`src/rtl/regguard_pkg.sv`:
```
// regguard_pkg: shared constants and the sequencer state type.
// Assumes at most one lead read, one real access and two tail reads.
package regguard_pkg;
    localparam int MAX_HOPS   = 4;
    localparam int HOP_IDX_W  = $clog2(MAX_HOPS);
    localparam int HOP_CNT_W  = $clog2(MAX_HOPS + 1);

    typedef enum logic [1:0] {
        ST_IDLE    = 2'd0,
        ST_ISSUE   = 2'd1,
        ST_WAIT_RD = 2'd2,
        ST_DONE    = 2'd3
    } seq_state_e;
endpackage

```
`src/rtl/regguard_plan.sv`:
```
// regguard_plan: combinational planner. From the requested offset and the
// revision code it builds the ordered list of downstream hops (offset and a
// flag marking the real access) and the hop count.
// Assumes the caller samples the plan in the cycle the request is accepted.
module regguard_plan
    import regguard_pkg::*;
#(
    parameter int                 ADDR_W         = 20,
    parameter int                 REV_W          = 4,
    parameter logic [REV_W-1:0]   AFFECTED_REV   = 4'h1,
    parameter logic [ADDR_W-1:0]  GUARD_LIMIT    = 20'h45000,
    parameter int                 N_LEAD_A       = 2,
    parameter logic [ADDR_W-1:0]  LEAD_A_TRIGS [N_LEAD_A] = '{20'h00000, 20'h00080},
    parameter logic [ADDR_W-1:0]  LEAD_A_ADDR    = 20'h000C0,
    parameter int                 N_LEAD_B       = 2,
    parameter logic [ADDR_W-1:0]  LEAD_B_TRIGS [N_LEAD_B] = '{20'h00148, 20'h00200},
    parameter logic [ADDR_W-1:0]  LEAD_B_ADDR    = 20'h00028,
    parameter logic [ADDR_W-1:0]  LEAD_DEF_ADDR  = 20'h00158,
    parameter logic [ADDR_W-1:0]  TAIL_XTRA_TRIG = 20'h00100,
    parameter logic [ADDR_W-1:0]  TAIL_XTRA_ADDR = 20'h00038,
    parameter logic [ADDR_W-1:0]  TAIL_LAST_ADDR = 20'h0B050
) (
    input  logic [ADDR_W-1:0]                 req_addr,
    input  logic [REV_W-1:0]                  rev,
    output logic [MAX_HOPS-1:0][ADDR_W-1:0]   hop_addr,
    output logic [MAX_HOPS-1:0]               hop_real,
    output logic [HOP_CNT_W-1:0]              hop_cnt
);
    logic [N_LEAD_A-1:0] lead_a_hit;
    logic [N_LEAD_B-1:0] lead_b_hit;
    logic                guarded;
    logic                tail_xtra;
    logic [ADDR_W-1:0]   lead_addr;

    // Match the offset against each trigger of the first lead group.
    for (genvar i = 0; i < N_LEAD_A; i++) begin : g_lead_a
        assign lead_a_hit[i] = (req_addr == LEAD_A_TRIGS[i]);
    end

    // Match the offset against each trigger of the second lead group.
    for (genvar i = 0; i < N_LEAD_B; i++) begin : g_lead_b
        assign lead_b_hit[i] = (req_addr == LEAD_B_TRIGS[i]);
    end

    // Guard only the affected revision and offsets below the limit.
    assign guarded   = (rev == AFFECTED_REV) && (req_addr < GUARD_LIMIT);
    assign tail_xtra = (req_addr == TAIL_XTRA_TRIG);

    // Pick the lead read: first group, then second group, else default.
    always_comb begin
        if (|lead_a_hit)      lead_addr = LEAD_A_ADDR;
        else if (|lead_b_hit) lead_addr = LEAD_B_ADDR;
        else                  lead_addr = LEAD_DEF_ADDR;
    end

    // Lay out the hop list in issue order.
    always_comb begin
        hop_addr = '{default: TAIL_LAST_ADDR};
        hop_real = '0;
        if (!guarded) begin
            hop_addr[0] = req_addr;
            hop_real[0] = 1'b1;
            hop_cnt     = HOP_CNT_W'(1);
        end else begin
            hop_addr[0] = lead_addr;
            hop_addr[1] = req_addr;
            hop_real[1] = 1'b1;
            if (tail_xtra) begin
                hop_addr[2] = TAIL_XTRA_ADDR;
                hop_addr[3] = TAIL_LAST_ADDR;
                hop_cnt     = HOP_CNT_W'(4);
            end else begin
                hop_addr[2] = TAIL_LAST_ADDR;
                hop_cnt     = HOP_CNT_W'(3);
            end
        end
    end
endmodule

```
`src/rtl/regguard_ctrl.sv`:
```
// regguard_ctrl: walks a latched hop list over the downstream bus.
// Each hop is held valid until ready. A write hop completes at its
// handshake; a read hop completes when read data returns. Only the real
// hop may write and only its read data is kept. Assumes one outstanding
// downstream access at a time.
module regguard_ctrl
    import regguard_pkg::*;
#(
    parameter int ADDR_W = 20,
    parameter int DATA_W = 64
) (
    input  logic                              clk,
    input  logic                              rst_n,
    input  logic                              req_valid,
    input  logic                              req_write,
    input  logic [DATA_W-1:0]                 req_wdata,
    input  logic [MAX_HOPS-1:0][ADDR_W-1:0]   hop_addr,
    input  logic [MAX_HOPS-1:0]               hop_real,
    input  logic [HOP_CNT_W-1:0]              hop_cnt,
    output logic                              req_ready,
    output logic                              done,
    output logic [DATA_W-1:0]                 rsp_rdata,
    output logic                              bus_valid,
    input  logic                              bus_ready,
    output logic                              bus_write,
    output logic [ADDR_W-1:0]                 bus_addr,
    output logic [DATA_W-1:0]                 bus_wdata,
    input  logic                              bus_rvalid,
    input  logic [DATA_W-1:0]                 bus_rdata
);
    seq_state_e                        state;
    logic [HOP_IDX_W-1:0]              idx;
    logic [HOP_CNT_W-1:0]              cnt_q;
    logic [MAX_HOPS-1:0][ADDR_W-1:0]   addr_q;
    logic [MAX_HOPS-1:0]               real_q;
    logic                              wr_q;
    logic [DATA_W-1:0]                 wdata_q;
    logic                              last_hop;

    // Current hop is the final one of the list.
    assign last_hop = ((HOP_CNT_W'(idx) + HOP_CNT_W'(1)) == cnt_q);

    // Drive the downstream bus and the requester status from state.
    assign req_ready = (state == ST_IDLE);
    assign done      = (state == ST_DONE);
    assign bus_valid = (state == ST_ISSUE);
    assign bus_addr  = addr_q[idx];
    assign bus_write = real_q[idx] & wr_q;
    assign bus_wdata = bus_write ? wdata_q : '0;

    // Sequencer: accept, walk hops, pulse done.
    always_ff @(posedge clk) begin
        if (!rst_n) begin
            state   <= ST_IDLE;
            idx     <= '0;
            cnt_q   <= '0;
            addr_q  <= '0;
            real_q  <= '0;
            wr_q    <= 1'b0;
            wdata_q <= '0;
        end else begin
            case (state)
                ST_IDLE: begin
                    if (req_valid) begin
                        addr_q  <= hop_addr;
                        real_q  <= hop_real;
                        cnt_q   <= hop_cnt;
                        wr_q    <= req_write;
                        wdata_q <= req_wdata;
                        idx     <= '0;
                        state   <= ST_ISSUE;
                    end
                end
                ST_ISSUE: begin
                    if (bus_ready) begin
                        if (bus_write) begin
                            if (last_hop) state <= ST_DONE;
                            else          idx   <= idx + 1'b1;
                        end else begin
                            state <= ST_WAIT_RD;
                        end
                    end
                end
                ST_WAIT_RD: begin
                    if (bus_rvalid) begin
                        if (last_hop) begin
                            state <= ST_DONE;
                        end else begin
                            idx   <= idx + 1'b1;
                            state <= ST_ISSUE;
                        end
                    end
                end
                default: state <= ST_IDLE;
            endcase
        end
    end

    // Keep read data of the real hop only.
    always_ff @(posedge clk) begin
        if (!rst_n) begin
            rsp_rdata <= '0;
        end else if (state == ST_WAIT_RD && bus_rvalid && real_q[idx]) begin
            rsp_rdata <= bus_rdata;
        end
    end
endmodule

```
`src/rtl/regguard_seq.sv`:
```
// regguard_seq: top of the register access guard sequencer. The planner
// turns each request into a hop list; the controller issues it.
// Assumes a valid/ready request port and a downstream bus with a
// valid/ready command phase and a read-data-valid response.
module regguard_seq
    import regguard_pkg::*;
#(
    parameter int                ADDR_W       = 20,
    parameter int                DATA_W       = 64,
    parameter int                REV_W        = 4,
    parameter logic [REV_W-1:0]  AFFECTED_REV = 4'h1,
    parameter logic [ADDR_W-1:0] GUARD_LIMIT  = 20'h45000
) (
    input  logic              clk,
    input  logic              rst_n,
    input  logic [REV_W-1:0]  rev,
    input  logic              req_valid,
    output logic              req_ready,
    input  logic              req_write,
    input  logic [ADDR_W-1:0] req_addr,
    input  logic [DATA_W-1:0] req_wdata,
    output logic              done,
    output logic [DATA_W-1:0] rsp_rdata,
    output logic              bus_valid,
    input  logic              bus_ready,
    output logic              bus_write,
    output logic [ADDR_W-1:0] bus_addr,
    output logic [DATA_W-1:0] bus_wdata,
    input  logic              bus_rvalid,
    input  logic [DATA_W-1:0] bus_rdata
);
    logic [MAX_HOPS-1:0][ADDR_W-1:0] hop_addr;
    logic [MAX_HOPS-1:0]             hop_real;
    logic [HOP_CNT_W-1:0]            hop_cnt;

    // Build the hop list for the pending request.
    regguard_plan #(
        .ADDR_W       (ADDR_W),
        .REV_W        (REV_W),
        .AFFECTED_REV (AFFECTED_REV),
        .GUARD_LIMIT  (GUARD_LIMIT)
    ) u_plan (
        .req_addr (req_addr),
        .rev      (rev),
        .hop_addr (hop_addr),
        .hop_real (hop_real),
        .hop_cnt  (hop_cnt)
    );

    // Issue the hop list downstream.
    regguard_ctrl #(
        .ADDR_W (ADDR_W),
        .DATA_W (DATA_W)
    ) u_ctrl (
        .clk        (clk),
        .rst_n      (rst_n),
        .req_valid  (req_valid),
        .req_write  (req_write),
        .req_wdata  (req_wdata),
        .hop_addr   (hop_addr),
        .hop_real   (hop_real),
        .hop_cnt    (hop_cnt),
        .req_ready  (req_ready),
        .done       (done),
        .rsp_rdata  (rsp_rdata),
        .bus_valid  (bus_valid),
        .bus_ready  (bus_ready),
        .bus_write  (bus_write),
        .bus_addr   (bus_addr),
        .bus_wdata  (bus_wdata),
        .bus_rvalid (bus_rvalid),
        .bus_rdata  (bus_rdata)
    );
endmodule

```
`config.mk`:
```
export PLATFORM = sky130hd
export DESIGN_NAME = regguard_seq
export DESIGN_NICKNAME = d
export VERILOG_FILES = /design/src/rtl/regguard_pkg.sv /design/src/rtl/regguard_plan.sv /design/src/rtl/regguard_ctrl.sv /design/src/rtl/regguard_seq.sv
export SDC_FILE = /design/constraint.sdc
export NUM_CORES = 1
export LEC_CHECK = 0
export BUFFER_PORTS_ARGS = -buffer_cell sky130_fd_sc_hd__buf_2
export CAP_MARGIN = 30
export CORE_ASPECT_RATIO = 0.8
export CORE_UTILIZATION = 48
export CTS_CLUSTER_SIZE = 20
export DETAILED_ROUTE_END_ITERATION = 12
export PLACE_DENSITY = 0.79
export SYNTH_ARGS = -nofsm -noshare
export SYNTH_HDL_FRONTEND = slang
export SYNTH_SLANG_ARGS = --single-unit
export TNS_END_PERCENT = 10
```
`constraint.sdc`:
```
create_clock -name clk -period 2.4 [get_ports clk]
set_clock_uncertainty 0.2 [all_clocks]
set_input_delay 0.12 -clock clk [delete_from_list [all_inputs] [get_ports clk]]
set_output_delay 0.12 -clock clk [all_outputs]
set_load 0.05 [all_outputs]
```
* Yosys cells after proc, flatten, opt, wreduce, memory -nomap -nowiden
Index checks and enable logic that the tools add are counted.
** Storage, ports and cells
- Register bits after elaboration :: 218
- Bits in latches :: 0
- Memory bits (writable) :: 0
- ROM bits :: 0
- Input bits :: 158
- Output and inout port bits :: 152
- Word-level logic and storage cells :: 68
- Memories :: 0
** Operators by class
- $add $sub $neg :: 2
- Multipliers :: 0
- Div/mod/pow operators :: 0
- Order comparisons :: 2
- Equality and inequality tests :: 14
- Shift-type cells :: 0
- Multiplexer cells :: 27
- Bitwise logic cells :: 1
- Reduce and logical (&&, ||, !) cells :: 11
** Operators with widths (number)
- 64-bit two-way mux :: 1
- 20-bit two-way mux :: 3
- 20-bit binary-select mux with 2-bit select :: 1
- 20-bit by 9-bit == test with 1-bit output, second input constant :: 2
- 36-bit two-way mux :: 1
- 2-bit two-way mux :: 11
- 20-bit by 10-bit == test with 1-bit output, second input constant :: 1
- 20-bit by 8-bit == test with 1-bit output, second input constant :: 1
- 20-bit logical NOT :: 1
- 20-bit by 19-bit < comparator with 1-bit output, second input constant :: 1
- 16-bit two-way mux :: 1
- 2-bit one-hot mux with 3 select lines :: 2
- 9-bit two-way mux :: 1
- 3-bit two-way mux :: 2
- 5-bit AND reduction :: 1
- 2-bit == test, second input constant :: 2
- 4-bit by 1-bit == test with 1-bit output, second input constant :: 1
- 2-bit by 1-bit != test with 1-bit output, second input constant :: 2
- 2-bit != test, second input constant :: 2
- 4-bit AND reduction :: 1
- 2-bit OR reduction :: 2
- 2-bit by 1-bit adder with 3-bit output, second input constant :: 1
- 3-bit == test :: 1
- 1-bit logical AND :: 3
- 10 further kinds :: 12

* Depth between registers and ports, before layout
Gate-level depths: netlist (run 1).
- Word-level depth :: 6
- Gate-level depth with buffers :: 8
- Depth with buffers taken out :: 7

* Hierarchy
From an unflattened synthesis (run 1), not the netlist that was laid out.
** Unflattened totals
- Cells, all modules :: 1204
- Area total of the unflattened synthesis :: 10092.2 um2
** By module, submodules not included
- regguard_ctrl :: instances 1, cells an instance 1087, area an instance 9312.7 um2
- regguard_plan :: instances 1, cells an instance 117, area an instance 779.5 um2

* Worst setup path after synthesis (run 1)
No wires, ideal clock.
- Kind :: flip-flop to output port
- Start :: register u_ctrl.idx[0]
- End :: output bus_addr[13]
- Data arrival time :: 2.156 ns
- Slack :: -0.076 ns
- Stages on the path, launching flop included :: 5
- Buffers on the path :: 2
- Cell sequence :: dfxtp_1 buf_2 buf_1 mux2i_1 o21ai_0
** Between the ends
- Word-level cells in the longest chain between the ends :: 2
** Ends and longest elaborated chain
- start, declared :: RTL line regguard_ctrl.sv:32 : logic [HOP_IDX_W-1:0] idx;
- start signal, assigned :: RTL line regguard_ctrl.sv:78 : else idx <= idx + 1'b1;
- start signal, assigned :: RTL line regguard_ctrl.sv:89 : idx <= idx + 1'b1;
- 20-bit binary-select mux with 2-bit select :: RTL line regguard_ctrl.sv:47 : assign bus_addr = addr_q[idx];
- 20-bit two-way mux (implied by the code) :: RTL line regguard_ctrl.sv:47
- end, declared :: RTL line regguard_seq.sv:27 : output logic [ADDR_W-1:0] bus_addr,
No other way between the ends. The select of a mux whose other input is x is not followed.

* Worst setup path after layout (run 1)
- Start :: input req_addr[16]
- End :: register u_ctrl.addr_q[6] (netlist name)
** Between the ends
- Word-level cells in the longest chain between the ends :: 5
** Ends and longest elaborated chain
- start, declared :: RTL line regguard_seq.sv:20 : input logic [ADDR_W-1:0] req_addr,
- parallel branches: the longest is 4 deep, another holds 20-bit by 19-bit < comparator with 1-bit output
- 20-bit two-way mux * :: RTL line regguard_plan.sv:60 : if (!guarded) begin
- end signal, assigned :: RTL line regguard_ctrl.sv:65 : addr_q <= hop_addr;
- end, declared :: RTL line regguard_ctrl.sv:34 : logic [MAX_HOPS-1:0][ADDR_W-1:0] addr_q;
Every way passes the cells marked *.
A chain may end at the register's enable or synchronous reset.

==> metrics.md, run 1 <==
| Metric | Value |
|---|---|
| Initial core utilization | `0.499` |
| # Max-Cap Violations | `0` |
| RSZ-0062 raised after global routing | `no` |
| Hold Slack | `0.0405 ns` |
| Final period util | `0.959` |
| CP arrival | `2.39 ns` |
| Area grow syn2layout | `51.1%` |
| Final setup violation count | `0` |
| Clock-pin slew on the worst setup and hold paths | `0.07 ns` |
| CP endpoint kind | `flip-flop` |
| Syn avg cell area | `8.38 sq um` |
| Critical-path cell list | `dlygate4sd3_1 -> buf_2 -> or4_1 -> or4_4 -> a222oi_1 -> nor2b_1` |
| Ys flop type | `dfxtp_1` |
| DRT Pass-1 Iters | `5` |
| Crit-path max FO | `6` |
| H-tree levels | `4` |
| Synth unique cells | `39` |
| DPL Wire Length | `15200 microns` |
| Vias in the first global route | `8156` |
| Clk sinks | `179` |
| Worst skew pair latency | `0.41 ns` |
| Syn Std Cell Area | `0.00759 sq mm` |
| Pre-CTS setup slack | `0.180 ns` |
| Leak | `5.27 nW` |
| Peak VDD IR | `0.000534 V` |
| Final Hold Fails | `0` |
| Post-synth ARST share | `0` |
| Final setup TNS | `0 ns` |
| Via/cell ratio | `5.29` |
| WL final | `26700 microns` |
| Initial antenna violation count | `1` |
| First-pass GRT wire length | `40800 microns` |
| Clk root buf | `clkbuf_16` |
| CTS tree | `done` |
| Placeable Area | `0.0152 sq mm` |
| DR iter-0 viols | `599` |
| Crit path time final | `2.30 ns` |
| CP startpoint kind | `input pin` |
| Final GP Congestion | `0.839` |
| Yosys warning count | `0` |
| Worst-Margin Slew | `0.671 ns` |
| Max incr delay on CP | `0.65 ns` |
| Final worst slack | `0.0983 ns` |
| Hold Path Class | `input pin to flip-flop` |
| Share of cells above drive strength 1 | `0.281` |
| I/O pin total | `310` |
| Final #Nets | `1497` |
| WP data required | `2.49 ns` |
| Number of flops mapped to enable cells by yosys | `0` |
| Number of buffers created by CTS | `17` |
| Max Clock Freq | `434 MHz` |
| Vias | `8249` |
| Final ANT Viol Nets | `0` |
| Seq cells post-synth | `179` |
| Max Slew Vio Count | `0` |
| Pwr per Cell Area | `808 mW/mm^2` |
| Die area | `0.0163 sq mm` |
| Syn_nets | `1069` |
| Post-placement cell area | `0.00935 sq mm` |
| Slew Limit Headroom | `0.552` |
| Die H | `114 microns` |
| Number of port buffers | `309` |
| Synthesized instance count | `906` |
| Die width | `143 microns` |
| Slowest-stage cell, CP | `or4_1` |
| Grt total ovfl | `0` |
| Part of the Yosys area used for sequential elements | `0.472` |
| Largest net degree at the start of global routing | `75` |
| Avg WL per Cell | `17.1 microns` |
| # rows | `40` |
| Status | `finished clean` |
| CTS max path bufs | `2` |
| Setup CP Type | `input pin to flip-flop` |
| GRT Util Overall | `0.320` |
| Remaining DRCs | `0` |
| Layout Cell Area excl Fill | `0.0115 sq mm` |
## cell families after synthesis
group,share of synthesized area
multiplexers,0.0303
XOR/XNOR,0.00346
AO/OA/AOI/OAI,0.195
buffers and inverters,0.0399
AND/OR/NAND/NOR,0.251
adder cells (fa/ha/maj),0.00824
flip-flops,0.472
## cells in the mapped netlist (3+ instances only)
library cell	number	area [sq um]
a21boi_0	130	976
a21oi_1	4	20.0
a22oi_1	28	210
a32oi_1	4	35.0
and2_1	3	18.8
and3_1	67	419
buf_1	10	37.5
buf_2	5	25.0
clkbuf_1	61	229
dfxtp_1	179	3580
ha_1	5	62.6
inv_1	3	11.3
mux2i_1	23	230
nand2_1	268	1010
nand2b_1	6	37.5
nand3_1	5	25.0
nand3b_1	3	22.5
nor2_1	19	71.3
nor2b_1	31	194
nor3_1	3	15.0
nor4_1	4	25.0
o211ai_1	3	22.5
o21a_1	3	22.5
o21ai_0	15	75.1
o221a_2	5	56.3
## per-stage QoR
step	total power, mW	std cells	utilization
2_1_floorplan	5.48	906	-
3_3_place_gp	6.26	1371	0.614
3_5_place_dp	6.30	1371	0.614
4_1_cts	9.20	1557	0.753
5_1_grt	9.70	1558	0.754
6_report	9.27	1560	0.754
## flip-flops by register name, summed over array words and instances, names as in the netlist
register          cells
u_ctrl.addr_q        42
u_ctrl.cnt_q          2
u_ctrl.idx            2
u_ctrl.real_q         2
u_ctrl.rsp_rdata     64
u_ctrl.state          2
u_ctrl.wdata_q       64
u_ctrl.wr_q           1
## power breakdown
part           internal (mW)  leakage [nW]  total, mW  switching [mW]
sequential              3.35          1.46       3.57           0.227
combinational           1.03          3.53       2.97            1.94
clock                   1.54         0.277       2.73            1.19
total                   5.91          5.27       9.27            3.36
## cells in the final DEF (no fill, tap or decap), types with 2 or more instances in the layout
cell type,synthesis,layout
a21boi_0,130,130
ha_1,5,5
nor4b_1,2,2
clkbuf_16,0,17
o221a_2,5,5
a21oi_1,4,4
clkinv_2,0,5
a22oi_1,28,28
buf_12,0,4
clkinvlp_4,0,2
o21ai_0,15,14
o21a_1,3,3
nand2b_1,6,6
bufinv_16,0,2
diode_2,0,3
inv_6,0,2
a222oi_1,2,2
buf_2,5,308
mux2i_1,23,23
dlygate4sd3_1,0,151
and3_1,67,66
nor4_1,4,4
inv_1,3,3
nand2_1,268,267
nor2_1,19,18
dfxtp_1,179,178
clkbuf_1,61,2
nand3_1,5,4
xor2_1,2,2
o211ai_1,3,3
nor2b_1,31,31
nand3b_1,3,3
nor3_1,3,3
buf_4,0,22
clkinv_4,0,2
a32oi_1,4,4
and2_1,3,3
## final timing paths
| path | from | slack [ns] | to | cells past startpoint |
|---|---|---|---|---|
| worst max-delay path | req_addr[16] | 0.1 | u_ctrl.addr_q[6]$_SDFFE_PN0P_ | 6 |
| worst max register to register | u_ctrl.idx[0]$_SDFFE_PN0P_ | 0.11 | u_ctrl.rsp_rdata[10]$_SDFFE_PN0P_ | 7 |
| worst min register to register | u_ctrl.wdata_q[58]$_SDFFE_PN0P_ | 0.26 | u_ctrl.wdata_q[58]$_SDFFE_PN0P_ | 2 |
| worst min-delay path | req_valid | 0.04 | u_ctrl.wdata_q[59]$_SDFFE_PN0P_ | 4 |
## layer usage
metal  vias to the layer above  GRT usage  share of wire
met3                        78     0.0816          0.076
met1                      3837      0.362           0.40
met4                         0      0.162          0.034
met2                       414      0.559           0.49
met5                         -          0              0
li1                       3920          -              -
## layout make-up
cell class,instances,area [sq um]
antenna,3,7.51
clock buffer,19,433
clock inverter,13,135
fill,1025,3740
inverter,3,11.3
multi-input combinational,648,3740
sequential,179,3580
tap,210,263
timing repair buffer,485,3300
## repair_timing
item / in CTS / in global routing
hold buffers: 151 / 0
hold endpoints to repair: 168 / 0
endpoints found under the setup margin: 42 / 14
pin swaps: 1 / 0
buffers inserted: 3 / 0
resized for setup: 0 / 3
## critical path, delay by kind of cell
kind / cells / cell delay [ns]
buf+inv: 2 / 0.70
simple gates: 3 / 1.29
compound gates: 1 / 0.28
Power figures use the tool's default switching activity.
==> run 2: changes to the inputs <==
--- a/config.mk
+++ b/config.mk
@@ -8,11 +8,12 @@
 export BUFFER_PORTS_ARGS = -buffer_cell sky130_fd_sc_hd__buf_2
 export CAP_MARGIN = 30
 export CORE_ASPECT_RATIO = 0.8
-export CORE_UTILIZATION = 48
+export CORE_UTILIZATION = 50
 export CTS_CLUSTER_SIZE = 20
 export DETAILED_ROUTE_END_ITERATION = 12
-export PLACE_DENSITY = 0.79
+export PLACE_DENSITY = 0.77
 export SYNTH_ARGS = -nofsm -noshare
 export SYNTH_HDL_FRONTEND = slang
+export SYNTH_HIERARCHICAL = 1
 export SYNTH_SLANG_ARGS = --single-unit
 export TNS_END_PERCENT = 10
==> constraint.sdc (replaced) <==
create_clock -name clk -period 2.3 [get_ports clk]
set_clock_uncertainty 0.2 [all_clocks]
set_input_delay 0.115 -clock clk [delete_from_list [all_inputs] [get_ports clk]]
set_output_delay 0.115 -clock clk [all_outputs]
set_load 0.05 [all_outputs]
==> run 2 against run 1 <==
Compared with the run above: the flow now finishes with violations (negative setup slack); global-route usage is 5.0 points lower; final cell count is 22% higher; hold slack better by 0.070 ns; critical endpoint is now bus_wdata[14]; largest power group unchanged.
==> metrics.md, run 2 <==
| Metric | Value |
|---|---|
| Status | `finished, violations left (was finished clean)` |
| Failing checks | `negative setup slack` |
| Initial core utilization | `0.510 (was 0.499)` |
| Path depth of the worst reg2reg path | `6 (was 7)` |
| Most common cell in the netlist | `nand2_1 (unchanged)` |
| Reg power frac | `0.391 (was 0.386)` |
| Pwr per Cell Area | `811 mW/mm^2 (was 808 mW/mm^2)` |
| Avg WL per Cell | `16.2 microns (was 17.1 microns)` |
| Syn avg cell area | `8.38 sq um (about the same)` |
| Max Slew Vio Count | `0 (unchanged)` |
| Top flop regs | `u_ctrl/addr_q (80), u_ctrl/rsp_rdata (64), u_ctrl/wdata_q (64) (was u_ctrl.rsp_rdata (64), u_ctrl.wdata_q (64), u_ctrl.addr_q (42))` |
| Placeable Area | `0.0198 sq mm (was 0.0152 sq mm)` |
| Remaining DRCs | `0 (unchanged)` |
| H-tree levels | `1 (was 4)` |
| Largest net degree at the start of global routing | `68 (was 75)` |
| Reg-to-reg slack, setup | `0.13 ns (was 0.11 ns)` |
| Sw frac | `0.332 (was 0.363)` |
| Clock-pin slew on the worst setup and hold paths | `0.06 ns (was 0.07 ns)` |
| Most frequent cells in the layout | `442 x nand2_1, 257 x buf_2, 218 x dfxtp_1 (was 308 x buf_2, 267 x nand2_1, 178 x dfxtp_1)` |
| Die width | `161 microns (was 143 microns)` |
| Final period util | `1.01` |
| First-pass GRT wire length | `46000 microns (was 40800 microns)` |
| Max Clock Freq | `432 MHz` |
| Crit path time final | `2.32 ns` |
| Yosys warning count | `6 (was 0)` |
| I/O pin total | `310 (unchanged)` |
| Largest Register | `u_ctrl/addr_q` |
| Leak | `6.14 nW (was 5.27 nW)` |
| Final #Nets | `1792 (was 1497)` |
| GRT Util Overall | `0.270 (was 0.320)` |
| WL final | `31000 microns (was 26700 microns)` |
| # Max-Cap Violations | `0 (unchanged)` |
| Post-synth top cells | `443 x nand2_1, 220 x dfxtp_1, 156 x a21boi_0, 91 x and2_1, 62 x clkbuf_1 (was 268 x nand2_1, 179 x dfxtp_1, 130 x a21boi_0, 67 x and3_1, 61 x clkbuf_1)` |
| CP endpoint kind | `output port (was flip-flop)` |
| Logic pwr share | `0.278 (was 0.320)` |
| Final setup violation count | `2 (was 0)` |
| Synth unique cells | `48 (was 39)` |
| Crit-path max FO | `17 (was 6)` |
| DR iter-0 viols | `864 (was 599)` |
| Commonest non-fill, non-tap cell in the layout | `nand2_1 (was buf_2)` |
| Largest area contributor in the netlist | `dfxtp_1 (unchanged)` |
| Die area | `0.0208 sq mm (was 0.0163 sq mm)` |
| Area grow syn2layout | `43.3% (was 51.1%)` |
| Post-synth top area share | `0.436 (was 0.472)` |
| Final ANT Viol Nets | `0 (unchanged)` |
| Clock power frac | `0.331 (was 0.294)` |
| Pint | `7.83 mW (was 5.91 mW)` |
| Ys flop type | `dfxtp_1 (unchanged)` |
| Final core utilization | `0.730 (was 0.754)` |
| Clk root buf | `clkbuf_16 (unchanged)` |
| # rows | `46 (was 40)` |
| Grt total ovfl | `0 (unchanged)` |
| Number of flops mapped to enable cells by yosys | `0 (unchanged)` |
| Layout Cell Area excl Fill | `0.0145 sq mm (was 0.0115 sq mm)` |
| Final setup TNS | `-0.0233 ns (was 0 ns)` |
| Number of port buffers | `309 (unchanged)` |
| Worst skew pair latency | `0.50 ns (was 0.41 ns)` |
| Reg-to-Reg Start | `u_ctrl/state[0]$_SDFFE_PN0P_ (was u_ctrl.idx[0]$_SDFFE_PN0P_)` |
| Vias | `9761 (was 8249)` |
| WP data required | `1.99 ns (was 2.49 ns)` |
| Syn Std Cell Area | `0.0101 sq mm (was 0.00759 sq mm)` |
| CTS max path bufs | `3 (was 2)` |
| Post-placement cell area | `0.0116 sq mm (was 0.00935 sq mm)` |
| Die H | `129 microns (was 114 microns)` |
| Number of buffers created by CTS | `24 (was 17)` |
| Part of the Yosys area used for sequential elements | `0.436 (was 0.472)` |
| Vias in the first global route | `9253 (was 8156)` |
| CTS tree | `done (unchanged)` |
| DPL Wire Length | `16700 microns (was 15200 microns)` |
| Synthesized instance count | `1204 (was 906)` |
| CP startpoint kind | `flip-flop (was input pin)` |
| Reg-to-reg endpoint | `u_ctrl/wr_q$_SDFFE_PN0P_ (was u_ctrl.rsp_rdata[10]$_SDFFE_PN0P_)` |
| Hold Path Class | `input pin to flip-flop (unchanged)` |
| Hold Path End | `u_ctrl/addr_q[26]$_SDFFE_PN0P_ (was u_ctrl.wdata_q[59]$_SDFFE_PN0P_)` |
| Hold path cells | `5 (was 4)` |
| Share of cells above drive strength 1 | `0.252 (was 0.281)` |
| Seq cells post-synth | `220 (was 179)` |
| Switching power | `3.89 mW (was 3.36 mW)` |
| Setup CP Type | `flip-flop to output port (was input pin to flip-flop)` |
| Final GP Congestion | `0.802 (was 0.839)` |
| Final worst slack | `-0.0157 ns (was 0.0983 ns)` |
| Clk sinks | `220 (was 179)` |
| CP arrival | `2.00 ns (was 2.39 ns)` |
| Beginning of the worst hold path | `rev[0] (was req_valid)` |
| Top cells by area, synth | `dfxtp_1 44%, nand2_1 16%, a21boi_0 12% (was dfxtp_1 47%, nand2_1 13%, a21boi_0 13%)` |
| Peak VDD IR | `0.000553 V (was 0.000534 V)` |
| Max reg flops | `80` |
| DRT Pass-1 Iters | `5 (unchanged)` |
| Via/cell ratio | `5.11 (was 5.29)` |
| Final Hold Fails | `0 (unchanged)` |
| Initial antenna violation count | `0 (was 1)` |
| Post-synth ARST share | `0 (unchanged)` |
| Hold Slack | `0.111 ns (was 0.0405 ns)` |
| RSZ-0062 raised after global routing | `yes (was no)` |
[run 2: changes by cell type after synthesis, sizes merged, moves of 6 or more]
cell,previous run,this run
nand2,268,443
and2,4,91
a21boi,130,216
and3,67,2
buf,15,71
dfxtp,179,220
a22oi,28,1
nor2b,31,4
mux4,0,21
mux2i,23,3
nor2,19,4
o21ai,15,3
inv,3,9
[run 2: repair_timing]
action / in CTS / in global routing
buffers inserted: 0 / 2
cloned: 0 / 3
hold endpoints to repair: 199 / 0
hold buffers: 160 / 0
pin swaps: 0 / 2
resized for setup: 6 / 162
setup endpoints to repair: 84 / 92
[run 2: worst max-delay path, stage by stage, from the launching register on]
cell and delay [ns]:
dfxtp_4 0.38, mux2i_4 0.20, o22ai_4 0.18, buf_12 0.15, clkbuf_16 0.17, and2_1 0.15, buf_2 0.27
[run 2: power groups by stage]
stage	clock [mW]	sequential, mW	combinational [mW]
after global routing	4.11	4.63	3.53
final	3.89	4.58	3.26
after CTS	3.93	4.55	3.11
after detailed placement	0	4.62	2.86
after floorplan	0	4.61	2.07
after global placement	0	4.60	2.82
[run 2: how the worst max path moves through the flow]
stage                                  from                             end  cells past startpoint
6_report         u_ctrl/idx[0]$_SDFFE_PN0P_                   bus_wdata[14]                      6
5_1_grt          u_ctrl/idx[0]$_SDFFE_PN0P_                   bus_wdata[14]                      6
4_1_cts          u_ctrl/idx[0]$_SDFFE_PN0P_                   bus_wdata[50]                      5
3_5_place_dp                   req_addr[19]  u_ctrl/addr_q[43]$_SDFFE_PN0P_                      8
3_3_place_gp                   req_addr[19]  u_ctrl/addr_q[45]$_SDFFE_PN0P_                      8
2_1_floorplan  u_ctrl/state[0]$_SDFFE_PN0P_  u_ctrl/addr_q[43]$_SDFFE_PN0P_                      8
[run 2: stage by stage]
stage	std cells	total power, mW	setup slack [ns]
5_1_grt	1908	12.3	-0.0699
3_5_place_dp	1701	7.48	0.128
3_3_place_gp	1701	7.41	0.211
6_report	1909	11.7	-0.0157
2_1_floorplan	1239	6.69	0.0171
4_1_cts	1903	11.6	-0.0427
[run 2: logic make-up (layout without fill, tap and decap cells)]
family                     after synthesis  after routing  share of synthesized area
adders and majority gates                6              6                    0.00744
xor gates and xnor gates                 3              3                    0.00260
other                                    2             38                   0.000744
buffers and inverters                  142            547                     0.0832
DFF                                    220            220                      0.436
and+or+nand+nor                        570            570                      0.244
muxes                                   24             24                     0.0498
AOI/OAI and AO/OA                      237            237                      0.175
[run 2: layout make-up]
cell class | instances | area (sq um)
fillers | 1378 | 5340
well taps | 264 | 330
inverters | 9 | 33.8
clock buffers | 31 | 678
diodes | 1 | 2.50
clock inverters | 11 | 116
multi-input cells | 877 | 5050
repair buffers | 496 | 3840
flip-flops and latches | 220 | 4410
[run 2: metal layers]
metal  share of wire  vias up  track usage
met3           0.069       98       0.0522
met2            0.48      443        0.464
met5               0        -            0
met4           0.038        0       0.0888
li1                -     4696            -
met1            0.41     4524        0.342
==> run 3: changes to the inputs <==
--- a/config.mk
+++ b/config.mk
@@ -6,8 +6,9 @@
 export NUM_CORES = 1
 export LEC_CHECK = 0
 export BUFFER_PORTS_ARGS = -buffer_cell sky130_fd_sc_hd__buf_2
-export CAP_MARGIN = 30
+export CAP_MARGIN = 0
 export CORE_ASPECT_RATIO = 0.8
+export CORE_MARGIN = 3
 export CORE_UTILIZATION = 50
 export CTS_CLUSTER_SIZE = 20
 export DETAILED_ROUTE_END_ITERATION = 12
==> run 3 against run 2 <==
Compared with the run above: count of clock-buffer cells in the layout grew 2; hold slack got worse by 0.093 ns; global-route usage fell by 0.071 points; the flow now finishes without violations; critical endpoint is now bus_addr[19]; combinational power fell by 2%; maximum frequency is 2.3% higher; critical path type unchanged; register-to-register slack better by 0.05 ns; clock power decreased by 8.5%; total power shrank 3.3%.
==> metrics.md, run 3 (synthesis gave the netlist of run 2 again) <==
| Metric | Value |
|---|---|
| Status | `finished clean (was finished, violations left)` |
| Remaining DRCs | `0 (unchanged)` |
| CP endpoint kind | `output port (unchanged)` |
| Max reg flops | `80 (unchanged)` |
| Crit path time final | `2.26 ns (was 2.32 ns)` |
| Max Slew Vio Count | `0 (unchanged)` |
| # rows | `45 (was 46)` |
| Leak | `6.04 nW (was 6.14 nW)` |
| Via/cell ratio | `5.19 (was 5.11)` |
| Hold Slack | `0.0174 ns (was 0.111 ns)` |
| Delay-heaviest family, CP | `multiplexers (was buffers and inverters)` |
| Grt total ovfl | `0 (unchanged)` |
| Worst skew pair latency | `0.50 ns (about the same)` |
| RSZ-0062 raised after global routing | `yes (unchanged)` |
| Hold Path Class | `input pin to flip-flop (unchanged)` |
| Seq. cell area | `0.00441 sq mm (unchanged)` |
| Die width | `165 microns (was 161 microns)` |
| DR iter-0 viols | `837 (was 864)` |
| Max Clock Freq | `442 MHz (was 432 MHz)` |
| First-pass GRT wire length | `48600 microns (was 46000 microns)` |
| CP arrival | `1.95 ns (was 2.00 ns)` |
| I/O pin total | `310 (unchanged)` |
| WL final | `31800 microns (was 31000 microns)` |
| Initial core utilization | `0.521 (was 0.510)` |
| CP startpoint kind | `flip-flop (unchanged)` |
| Crit-path max FO | `23 (was 17)` |
| Largest net degree at the start of global routing | `66 (was 68)` |
| Vias | `9828 (was 9761)` |
| WP buf/inv | `2 (was 3)` |
| H-tree levels | `1 (unchanged)` |
| # Max-Cap Violations | `0 (unchanged)` |
| Area of the multi-input gates | `0.00505 sq mm (unchanged)` |
| Final GP Congestion | `0.846 (was 0.802)` |
| WP data required | `1.99 ns (about the same)` |
| Vias in the first global route | `9541 (was 9253)` |
| Commonest non-fill, non-tap cell in the layout | `nand2_1 (unchanged)` |
| Clk sinks | `220 (unchanged)` |
| Clk root buf | `clkbuf_16 (unchanged)` |
| Worst Setup SP | `u_ctrl/idx[0]$_SDFFE_PN0P_ (unchanged)` |
| Beginning of the worst hold path | `bus_rvalid (was rev[0])` |
| Final setup violation count | `0 (was 2)` |
| Top flop regs | `u_ctrl/addr_q (80), u_ctrl/rsp_rdata (64), u_ctrl/wdata_q (64) (unchanged)` |
| DPL Wire Length | `17700 microns (was 16700 microns)` |
| Pwr per Cell Area | `794 mW/mm^2 (was 811 mW/mm^2)` |
| Critical-path cell list | `buf_8 -> mux4_2 -> buf_2 (was mux2i_4 -> o22ai_4 -> buf_12 -> clkbuf_16 -> and2_1 -> buf_2)` |
| Most frequent cells in the layout | `442 x nand2_1, 244 x buf_2, 218 x dfxtp_1 (was 442 x nand2_1, 257 x buf_2, 218 x dfxtp_1)` |
| Pre-CTS setup slack | `0.0932 ns (was 0.128 ns)` |
| Share of cells above drive strength 1 | `0.246 (was 0.252)` |
| FILL cells | `1357 (was 1378)` |
| Setup CP Type | `flip-flop to output port (unchanged)` |
| Avg WL per Cell | `16.8 microns (was 16.2 microns)` |
| Final worst slack | `0.0359 ns (was -0.0157 ns)` |
| Number of port buffers | `309 (unchanged)` |
| Slowest-stage cell, CP | `mux4_2 (was dfxtp_4)` |
| Die area | `0.0219 sq mm (was 0.0208 sq mm)` |
| Reg-to-Reg Start | `u_ctrl/state[0]$_SDFFE_PN0P_ (unchanged)` |
| CTS tree | `done (unchanged)` |
| Peak VDD IR | `0.000520 V (was 0.000553 V)` |
| Final Hold Fails | `0 (unchanged)` |
| Area grow syn2layout | `41.5% (was 43.3%)` |
| Initial antenna violation count | `4 (was 0)` |
| Largest Register | `u_ctrl/addr_q (unchanged)` |
| Final ANT Viol Nets | `0 (unchanged)` |
| Placeable Area | `0.0194 sq mm (was 0.0198 sq mm)` |
| Final #Nets | `1782 (was 1792)` |
| Max incr delay on CP | `0.55 ns (was 0.38 ns)` |
| GRT Util Overall | `0.269 (was 0.270)` |
| Final period util | `0.984 (was 1.01)` |
| CTS max path bufs | `3 (unchanged)` |
| Die H | `133 microns (was 129 microns)` |
| Number of buffers created by CTS | `23 (was 24)` |
| Clock-pin slew on the worst setup and hold paths | `0.06 ns (about the same)` |
| DRT Pass-1 Iters | `5 (unchanged)` |
run 3: stage by stage:
stage / area (sq um) / total power [mW] / TNS (ns) / std cells / utilization
after floorplan: 10200 / 6.69 / 0 / 1239 / -
after CTS: 14100 / 11.3 / 0 / 1891 / 0.726
after global routing: 14300 / 11.9 / -0.510 / 1895 / 0.737
after detailed placement: 11600 / 7.49 / 0 / 1695 / 0.599
after global placement: 11600 / 7.42 / 0 / 1695 / 0.599
final: 14300 / 11.3 / 0 / 1895 / 0.737
run 3: worst min-delay path, cell delays in order:
cell and delay (ns):
buf_2 0.10, nand3_2 0.09, buf_12 0.20, nand2_1 0.09, a21boi_1 0.05
run 3: worst paths after layout:
| check | to | slack [ns] | cells past startpoint |
|---|---|---|---|
| hold reg to reg | u_ctrl/rsp_rdata[57]$_SDFFE_PN0P_ | 0.25 | 2 |
| setup / recovery | bus_addr[19] | 0.04 | 3 |
| setup reg to reg | u_ctrl/wdata_q[41]$_SDFFE_PN0P_ | 0.18 | 6 |
| hold / removal | u_ctrl/rsp_rdata[50]$_SDFFE_PN0P_ | 0.02 | 5 |
run 3: power by group:
group | internal [mW] | total (mW) | switching, mW
combinational | 1.19 | 3.20 | 2.01
sequential | 4.29 | 4.58 | 0.290
clock | 2.05 | 3.56 | 1.50
run 3: layer usage:
metal / routed length, microns / vias up / part of all wire / track usage
met1: 12500 / 4576 / 0.39 / 0.332
met3: 2500 / 132 / 0.079 / 0.0585
met5: 0 / - / 0 / 0
li1: - / 4671 / - / -
met4: 1540 / 0 / 0.049 / 0.115
met2: 15200 / 449 / 0.48 / 0.452
run 3: what timing repair did:
item,CTS,global route
resized for setup,65,60
hold buffers,156,0
endpoints found under the hold margin,191,0
pin swaps,0,1
buffers inserted,0,0
setup endpoints to repair,82,97
run 3: area by class of cell:
class / count / share of cell area
inverter: 9 / 0.00245
antenna: 4 / 0.000701
multi-input combinational: 877 / 0.353
sequential: 220 / 0.309
timing repair buffer: 487 / 0.262
tap: 258 / 0.0226
clock inverter: 7 / 0.00464
clock buffer: 33 / 0.0450
